$ cat src/rtl/uart_rx_pkg.sv
package uart_rx_pkg;
  parameter int CHAR_W = 8;
  localparam int IDX_W = $clog2(CHAR_W + 1);

  typedef enum logic [2:0] {
    ST_IDLE, ST_START, ST_DATA, ST_PAR, ST_STOP, ST_BRKW
  } rx_state_e;

  typedef struct packed {
    logic [CHAR_W-1:0] data;
    logic              perr;
    logic              ferr;
    logic              brk;
  } rx_char_t;
endpackage

$ cat src/rtl/rx_deframer.sv
module rx_deframer
  import uart_rx_pkg::*;
#(
  parameter int OSR = 16
) (
  input  logic       clk_i,
  input  logic       rst_ni,
  input  logic       tick_i,
  input  logic       rx_i,
  input  logic [1:0] wlen_i,
  input  logic       par_en_i,
  input  logic       par_even_i,
  input  logic       par_force_i,
  output logic       done_o,
  output rx_char_t   char_o
);
  localparam int CW = $clog2(OSR);
  localparam logic [CW-1:0] START_LAST = CW'(OSR / 2 - 2);
  localparam logic [CW-1:0] BIT_LAST   = CW'(OSR - 1);

  rx_state_e         state_q;
  logic [CW-1:0]     cnt_q;
  logic [CHAR_W-1:0] sh_q;
  logic [IDX_W-1:0]  idx_q;
  logic [1:0]        wl_q;
  logic              pen_q, peven_q, pforce_q;
  logic              rx_prev_q, pbit_q, zero_q, done_q;
  rx_char_t          char_q;

  logic [IDX_W-1:0]  nb;
  logic [CHAR_W-1:0] data_c;
  logic              par_exp, brk_c, samp;

  always_comb begin
    nb      = IDX_W'(5) + IDX_W'(wl_q);
    data_c  = sh_q >> (IDX_W'(CHAR_W) - nb);
    par_exp = pforce_q ? ~peven_q : (peven_q ? ^data_c : ~^data_c);
    brk_c   = zero_q & ~rx_i;
    samp    = tick_i && (cnt_q == BIT_LAST);
  end

  always_ff @(posedge clk_i or negedge rst_ni) begin
    if (!rst_ni) begin
      state_q   <= ST_IDLE;
      cnt_q     <= '0;
      sh_q      <= '0;
      idx_q     <= '0;
      wl_q      <= '0;
      pen_q     <= 1'b0;
      peven_q   <= 1'b0;
      pforce_q  <= 1'b0;
      rx_prev_q <= 1'b1;
      pbit_q    <= 1'b0;
      zero_q    <= 1'b1;
      done_q    <= 1'b0;
      char_q    <= '0;
    end else begin
      done_q <= 1'b0;
      if (tick_i) rx_prev_q <= rx_i;
      case (state_q)
        ST_IDLE: if (tick_i && rx_prev_q && !rx_i) begin
          state_q  <= ST_START;
          cnt_q    <= '0;
          wl_q     <= wlen_i;
          pen_q    <= par_en_i;
          peven_q  <= par_even_i;
          pforce_q <= par_force_i;
        end
        ST_START: if (tick_i) begin
          if (cnt_q == START_LAST) begin
            cnt_q  <= '0;
            idx_q  <= '0;
            zero_q <= 1'b1;
            state_q <= rx_i ? ST_IDLE : ST_DATA;  // false start rejected
          end else cnt_q <= cnt_q + 1'b1;
        end
        ST_DATA: if (samp) begin
          cnt_q  <= '0;
          sh_q   <= {rx_i, sh_q[CHAR_W-1:1]};
          zero_q <= zero_q & ~rx_i;
          idx_q  <= idx_q + 1'b1;
          if (idx_q == nb - 1'b1) state_q <= pen_q ? ST_PAR : ST_STOP;
        end else if (tick_i) cnt_q <= cnt_q + 1'b1;
        ST_PAR: if (samp) begin
          cnt_q   <= '0;
          pbit_q  <= rx_i;
          zero_q  <= zero_q & ~rx_i;
          state_q <= ST_STOP;
        end else if (tick_i) cnt_q <= cnt_q + 1'b1;
        ST_STOP: if (samp) begin
          cnt_q       <= '0;
          done_q      <= 1'b1;
          char_q.data <= brk_c ? '0 : data_c;
          char_q.perr <= ~brk_c & pen_q & (pbit_q != par_exp);
          char_q.ferr <= ~rx_i;
          char_q.brk  <= brk_c;
          state_q     <= brk_c ? ST_BRKW : ST_IDLE;
        end else if (tick_i) cnt_q <= cnt_q + 1'b1;
        ST_BRKW: if (tick_i && rx_i) state_q <= ST_IDLE;
        default: state_q <= ST_IDLE;
      endcase
    end
  end

  assign done_o = done_q;
  assign char_o = char_q;

  // the sequencer only moves on a tick
  assert_tick_paced_R2: assert property (@(posedge clk_i) disable iff (!rst_ni)
    !tick_i |=> $stable(state_q));

  // after a break no start is taken while the line stays low
  assert_break_hold_R5: assert property (@(posedge clk_i) disable iff (!rst_ni)
    (state_q == ST_BRKW) && !rx_i |=> state_q == ST_BRKW);
endmodule

$ cat src/rtl/rx_hold_status.sv
module rx_hold_status
  import uart_rx_pkg::*;
(
  input  logic              clk_i,
  input  logic              rst_ni,
  input  logic              done_i,
  input  rx_char_t          char_i,
  input  logic              rd_data_i,
  input  logic              rd_status_i,
  output logic [CHAR_W-1:0] data_o,
  output logic              ready_o,
  output logic              overrun_o,
  output logic              parity_err_o,
  output logic              framing_err_o,
  output logic              break_o
);
  logic [CHAR_W-1:0] data_q;
  logic dr_q, oe_q, pe_q, fe_q, bi_q;
  logic full, load, keep;

  always_comb begin
    full = dr_q & ~rd_data_i;
    load = done_i & ~full;
    keep = ~rd_status_i;
  end

  always_ff @(posedge clk_i or negedge rst_ni) begin
    if (!rst_ni) begin
      data_q <= '0;
      dr_q   <= 1'b0;
      oe_q   <= 1'b0;
      pe_q   <= 1'b0;
      fe_q   <= 1'b0;
      bi_q   <= 1'b0;
    end else begin
      dr_q <= load | full;
      oe_q <= (oe_q & keep) | (done_i & full);
      if (load) begin
        data_q <= char_i.data;
        pe_q   <= (pe_q & keep) | char_i.perr;
        fe_q   <= (fe_q & keep) | char_i.ferr;
        bi_q   <= (bi_q & keep) | char_i.brk;
      end else begin
        pe_q <= pe_q & keep;
        fe_q <= fe_q & keep;
        bi_q <= bi_q & keep;
      end
    end
  end

  assign data_o        = data_q;
  assign ready_o       = dr_q;
  assign overrun_o     = oe_q;
  assign parity_err_o  = pe_q;
  assign framing_err_o = fe_q;
  assign break_o       = bi_q;

  assert_overrun_keeps_R7: assert property (@(posedge clk_i) disable iff (!rst_ni)
    done_i && dr_q && !rd_data_i |=> $stable(data_q) && oe_q);

  assert_ready_set_R6: assert property (@(posedge clk_i) disable iff (!rst_ni)
    done_i |=> dr_q);

  assert_ready_clear_R6: assert property (@(posedge clk_i) disable iff (!rst_ni)
    rd_data_i && !done_i |=> !dr_q);

  assert_status_clear_R8: assert property (@(posedge clk_i) disable iff (!rst_ni)
    rd_status_i && !done_i |=> !(oe_q || pe_q || fe_q || bi_q));

  assert_break_zero_R5: assert property (@(posedge clk_i) disable iff (!rst_ni)
    $rose(bi_q) |-> (data_q == '0) && fe_q);
endmodule

$ cat src/rtl/uart_rx_line.sv
module uart_rx_line
  import uart_rx_pkg::*;
#(
  parameter int OSR = 16
) (
  input  logic       clk_i,
  input  logic       rst_ni,
  input  logic       tick16_i,
  input  logic       rx_i,
  input  logic [1:0] wlen_i,
  input  logic       par_en_i,
  input  logic       par_even_i,
  input  logic       par_force_i,
  input  logic       rd_data_i,
  input  logic       rd_status_i,
  output logic [7:0] data_o,
  output logic       ready_o,
  output logic       overrun_o,
  output logic       parity_err_o,
  output logic       framing_err_o,
  output logic       break_o
);
  logic     done;
  rx_char_t ch;

  rx_deframer #(.OSR(OSR)) i_deframer (
    .clk_i       (clk_i),
    .rst_ni      (rst_ni),
    .tick_i      (tick16_i),
    .rx_i        (rx_i),
    .wlen_i      (wlen_i),
    .par_en_i    (par_en_i),
    .par_even_i  (par_even_i),
    .par_force_i (par_force_i),
    .done_o      (done),
    .char_o      (ch)
  );

  rx_hold_status i_hold (
    .clk_i         (clk_i),
    .rst_ni        (rst_ni),
    .done_i        (done),
    .char_i        (ch),
    .rd_data_i     (rd_data_i),
    .rd_status_i   (rd_status_i),
    .data_o        (data_o),
    .ready_o       (ready_o),
    .overrun_o     (overrun_o),
    .parity_err_o  (parity_err_o),
    .framing_err_o (framing_err_o),
    .break_o       (break_o)
  );
endmodule

$ cat config.mk
export PLATFORM = sky130hd
export DESIGN_NAME = uart_rx_line
export DESIGN_NICKNAME = d
export VERILOG_FILES = /design/src/rtl/uart_rx_pkg.sv /design/src/rtl/rx_deframer.sv /design/src/rtl/rx_hold_status.sv /design/src/rtl/uart_rx_line.sv
export SDC_FILE = /design/constraint.sdc
export NUM_CORES = 1
export LEC_CHECK = 0
export CAP_MARGIN = 10
export CORE_ASPECT_RATIO = 1.1
export CORE_MARGIN = 5
export CORE_UTILIZATION = 30
export DETAILED_ROUTE_END_ITERATION = 8
export GPL_TIMING_DRIVEN = 0
export HOLD_SLACK_MARGIN = 0.08
export PLACE_DENSITY = 0.53
export SETUP_SLACK_MARGIN = 0.1
export SYNTH_ARGS = -nofsm -noshare
export SYNTH_HDL_FRONTEND = slang
export SYNTH_SLANG_ARGS = --single-unit
$ cat constraint.sdc
create_clock -name clk_i -period 2.5 [get_ports clk_i]
set_clock_uncertainty 0.2 [all_clocks]
set_input_delay 0.25 -clock clk_i [delete_from_list [all_inputs] [get_ports clk_i]]
set_output_delay 0.25 -clock clk_i [all_outputs]
set_load 0.1 [all_outputs]
==> metrics <==
outcome=finished, violations left; failing checks=negative setup slack; Final nets=292; pre-CTS setup slack=-0.1025 ns; wire per inst=13.23 µm; CTS tree=built; setup violators final=1; final hold vios=0; layout cells sized above 1=0.1300; Post-Syn Instances=240; worst r2r dst=i_deframer.char_o[2]; Syn. warnings=0; R2R Path Start=i_deframer.wl_q[0]; Syn Area/Cell=11.08 µm²; max-cap check violation count=0; f_max=390.1 MHz; Setup crit start kind=flip-flop; worst path cell trace=ha_4, mux4_2, xor2_2, xnor3_1, and3_1, o21bai_2, mux2i_1; Seq cells post-synth=52; peak supply drop=268.7 µV; WS Path Type=flip-flop to flip-flop; flop-to-flop setup slack=-0.06 ns; Seq/Total Area, Yosys=0.4904; Die Y-Extent=108.7 µm; hold depth=2; Die W=99.76 µm; Leakage Power=0.001444 µW; Net Count, Synth=256; crit path DAT=2.60 ns; post-route minimum period=2.563 ns; H-tree levels=2; Hold Path End=i_deframer.char_o[1]; Layout Cells excl Fill=391; hold crit path type=primary input to flip-flop; CORE AREA=8783 µm²; Avg Vias per Cell=4.852; Initial Util=0.3027; die area=10850 µm²; maximum clock path buffer count=2; DRT iter0 DRCs=87; slowest cell on the critical path=mux4_2; I/O pin cnt=24; Routed WL=5174 µm; top_reg_cell synth=dfrtp_1; CP Max Fanout=5; Layout area overhead=21.84%; most common cell after layout, fill and taps aside=dfrtp_1; hold_sp=rx_i; Final period util=1.025; worst stage delay on the critical path=0.56 ns; fin util=0.3688; GPL Wtd Cong=0.8196; final worst slack=-0.06331 ns; Setup crit end kind=flip-flop; Sink Count=52; vias in the first global route=1796; Max transition margin=0.3526; Power Total=2518 µW; Mapped Area=2659 µm²; drt first pass iters=5; initial antenna violation count=0; Worst Tran Pin Value=0.9680 ns; via count=1897; Unique masters post-synth=44; port bufs=22; Row Count=36; detailed placement HPWL=3793 µm; RSZ-0062 raised after global routing=yes; GRT Total Usage=0.09932; pwr/cell area=777.3 nW/µm²; largest net degree at the start of global routing=32; root buf cell=clkbuf_8; async set or reset register ratio after synthesis=1.000; Num CTS Buffers=5; commonest non-fill, non-tap cells in the layout=50 x dfrtp_1, 22 x mux2_1, 21 x clkdlybuf4s50_1; Clk Latency, worst-skew pair=0.30 ns; ANT cells=0; number of flops mapped to enable cells by yosys=0; grt total ovfl=0; Post-route DRC=0; Post-DRT Antenna Nets=0; count of pins over their slew limit=0; CP required=2.53 ns; R2R depth=7; placed insts=377; global-route wire length before repair=8687 µm; Worst-path clk slew=0.10 ns
## logic make-up (layout without fill, tap and decap cells)
kind of cell    count (synthesis)  in the layout  share of synthesized area
fa+ha+maj                       5              5                    0.02353
mux                            32             32                     0.1572
flops                          52             52                     0.4904
simple gates                   68             68                     0.1308
compound gates                 52             52                     0.1289
xor+xnor                        9              9                    0.03482
buf+inv                        22             59                    0.03435
## synth_stat cells (2+ instances only)
cell type | number | area share
a21o_1 | 3 | 0.0085
a21oi_1 | 8 | 0.015
a22o_1 | 10 | 0.033
a22oi_1 | 2 | 0.0056
a31oi_1 | 4 | 0.0094
clkbuf_1 | 10 | 0.014
dfrtp_1 | 50 | 0.47
dfstp_2 | 2 | 0.020
ha_1 | 5 | 0.024
inv_1 | 8 | 0.011
inv_2 | 2 | 0.0028
mux2_1 | 24 | 0.10
mux2i_1 | 2 | 0.0075
mux4_2 | 4 | 0.034
nand2_1 | 19 | 0.027
nand2b_1 | 4 | 0.0094
nand3_1 | 8 | 0.015
nand3b_1 | 4 | 0.011
nor2_1 | 11 | 0.016
nor2b_1 | 7 | 0.016
nor3_1 | 6 | 0.011
nor3b_1 | 2 | 0.0056
o21a_1 | 2 | 0.0056
o21ai_0 | 6 | 0.011
o21ai_1 | 9 | 0.017
o22ai_1 | 4 | 0.0094
xnor2_1 | 5 | 0.016
xor2_1 | 3 | 0.0099
## repair_timing
| action | CTS | global route |
|---|---|---|
| hold buffers | 1 | 0 |
| endpoints found under the setup margin | 3 | 12 |
| cloned | 0 | 0 |
| resized for setup | 0 | 14 |
| buffers inserted | 1 | 4 |
| pin swaps | 0 | 2 |
| hold endpoints to repair | 21 | 0 |
## state kept, by name (all words and copies together), names as in the netlist, 2 cells and up
register            count
i_deframer.char_o      11
i_deframer.cnt_q        4
i_deframer.idx_q        4
i_deframer.sh_q         8
i_deframer.state_q      3
i_deframer.wl_q         2
i_hold.data_o           8
## where the power goes
part	switching, µW	total [µW]	leakage, µW	internal (µW)
combinational	481	1010	0.000704	527
sequential	92.3	1020	0.000699	932
clock	285	485	0.0000414	200
total	859	2520	0.00144	1660
## layout make-up
| type | count | area [µm²] |
|---|---|---|
| Timing Repair Buffer | 29 | 282.8 |
| Clock buffer | 6 | 72.57 |
| Multi-Input combinational cell | 166 | 1319 |
| Tap cell | 114 | 142.6 |
| Fill cell | 868 | 5544 |
| Clock inverter | 2 | 16.27 |
| Inverter | 10 | 37.54 |
| Buffer | 12 | 65.06 |
| Sequential cell | 52 | 1304 |
## worst max-delay path by stage
stage                                end  slack, ns  cells after the start                from
floorplan           i_deframer.char_o[2]       0.14                      7  i_deframer.wl_q[0]
global placement      i_deframer.sh_q[2]      -0.62                      1              rst_ni
detailed placement  i_deframer.char_o[2]      -0.10                      7  i_deframer.wl_q[0]
CTS                 i_deframer.char_o[2]      -0.08                      7  i_deframer.wl_q[0]
global route        i_deframer.char_o[2]      -0.17                      7  i_deframer.wl_q[0]
finish              i_deframer.char_o[2]      -0.06                      7  i_deframer.wl_q[0]
## stage by stage
step / hold slack [ns] / cell area, µm² / TNS [ns]
5_1_grt: 0.1657 / 3239 / -0.1749
6_report: 0.1473 / 3239 / -0.06331
2_1_floorplan: -0.2456 / 2668 / 0
4_1_cts: 0.1568 / 3152 / -0.08208
3_5_place_dp: 0.04742 / 3045 / -0.8273
3_3_place_gp: 0.2720 / 3030 / -31.95
## critical path, delay by kind of cell (launching register included)
kind | cells | cell delay [ns]
mux | 2 | 0.76
flops | 1 | 0.44
xor+xnor | 2 | 0.38
fa+ha+maj | 1 | 0.34
simple gates | 1 | 0.20
compound gates | 1 | 0.17
## routing by layer
layer,GRT usage,part of all wire
met5,0,0
met4,0.03415,0.0097
met3,0.02111,0.039
met2,0.1692,0.49
met1,0.1247,0.46
(Power assumes the default switching activity.)
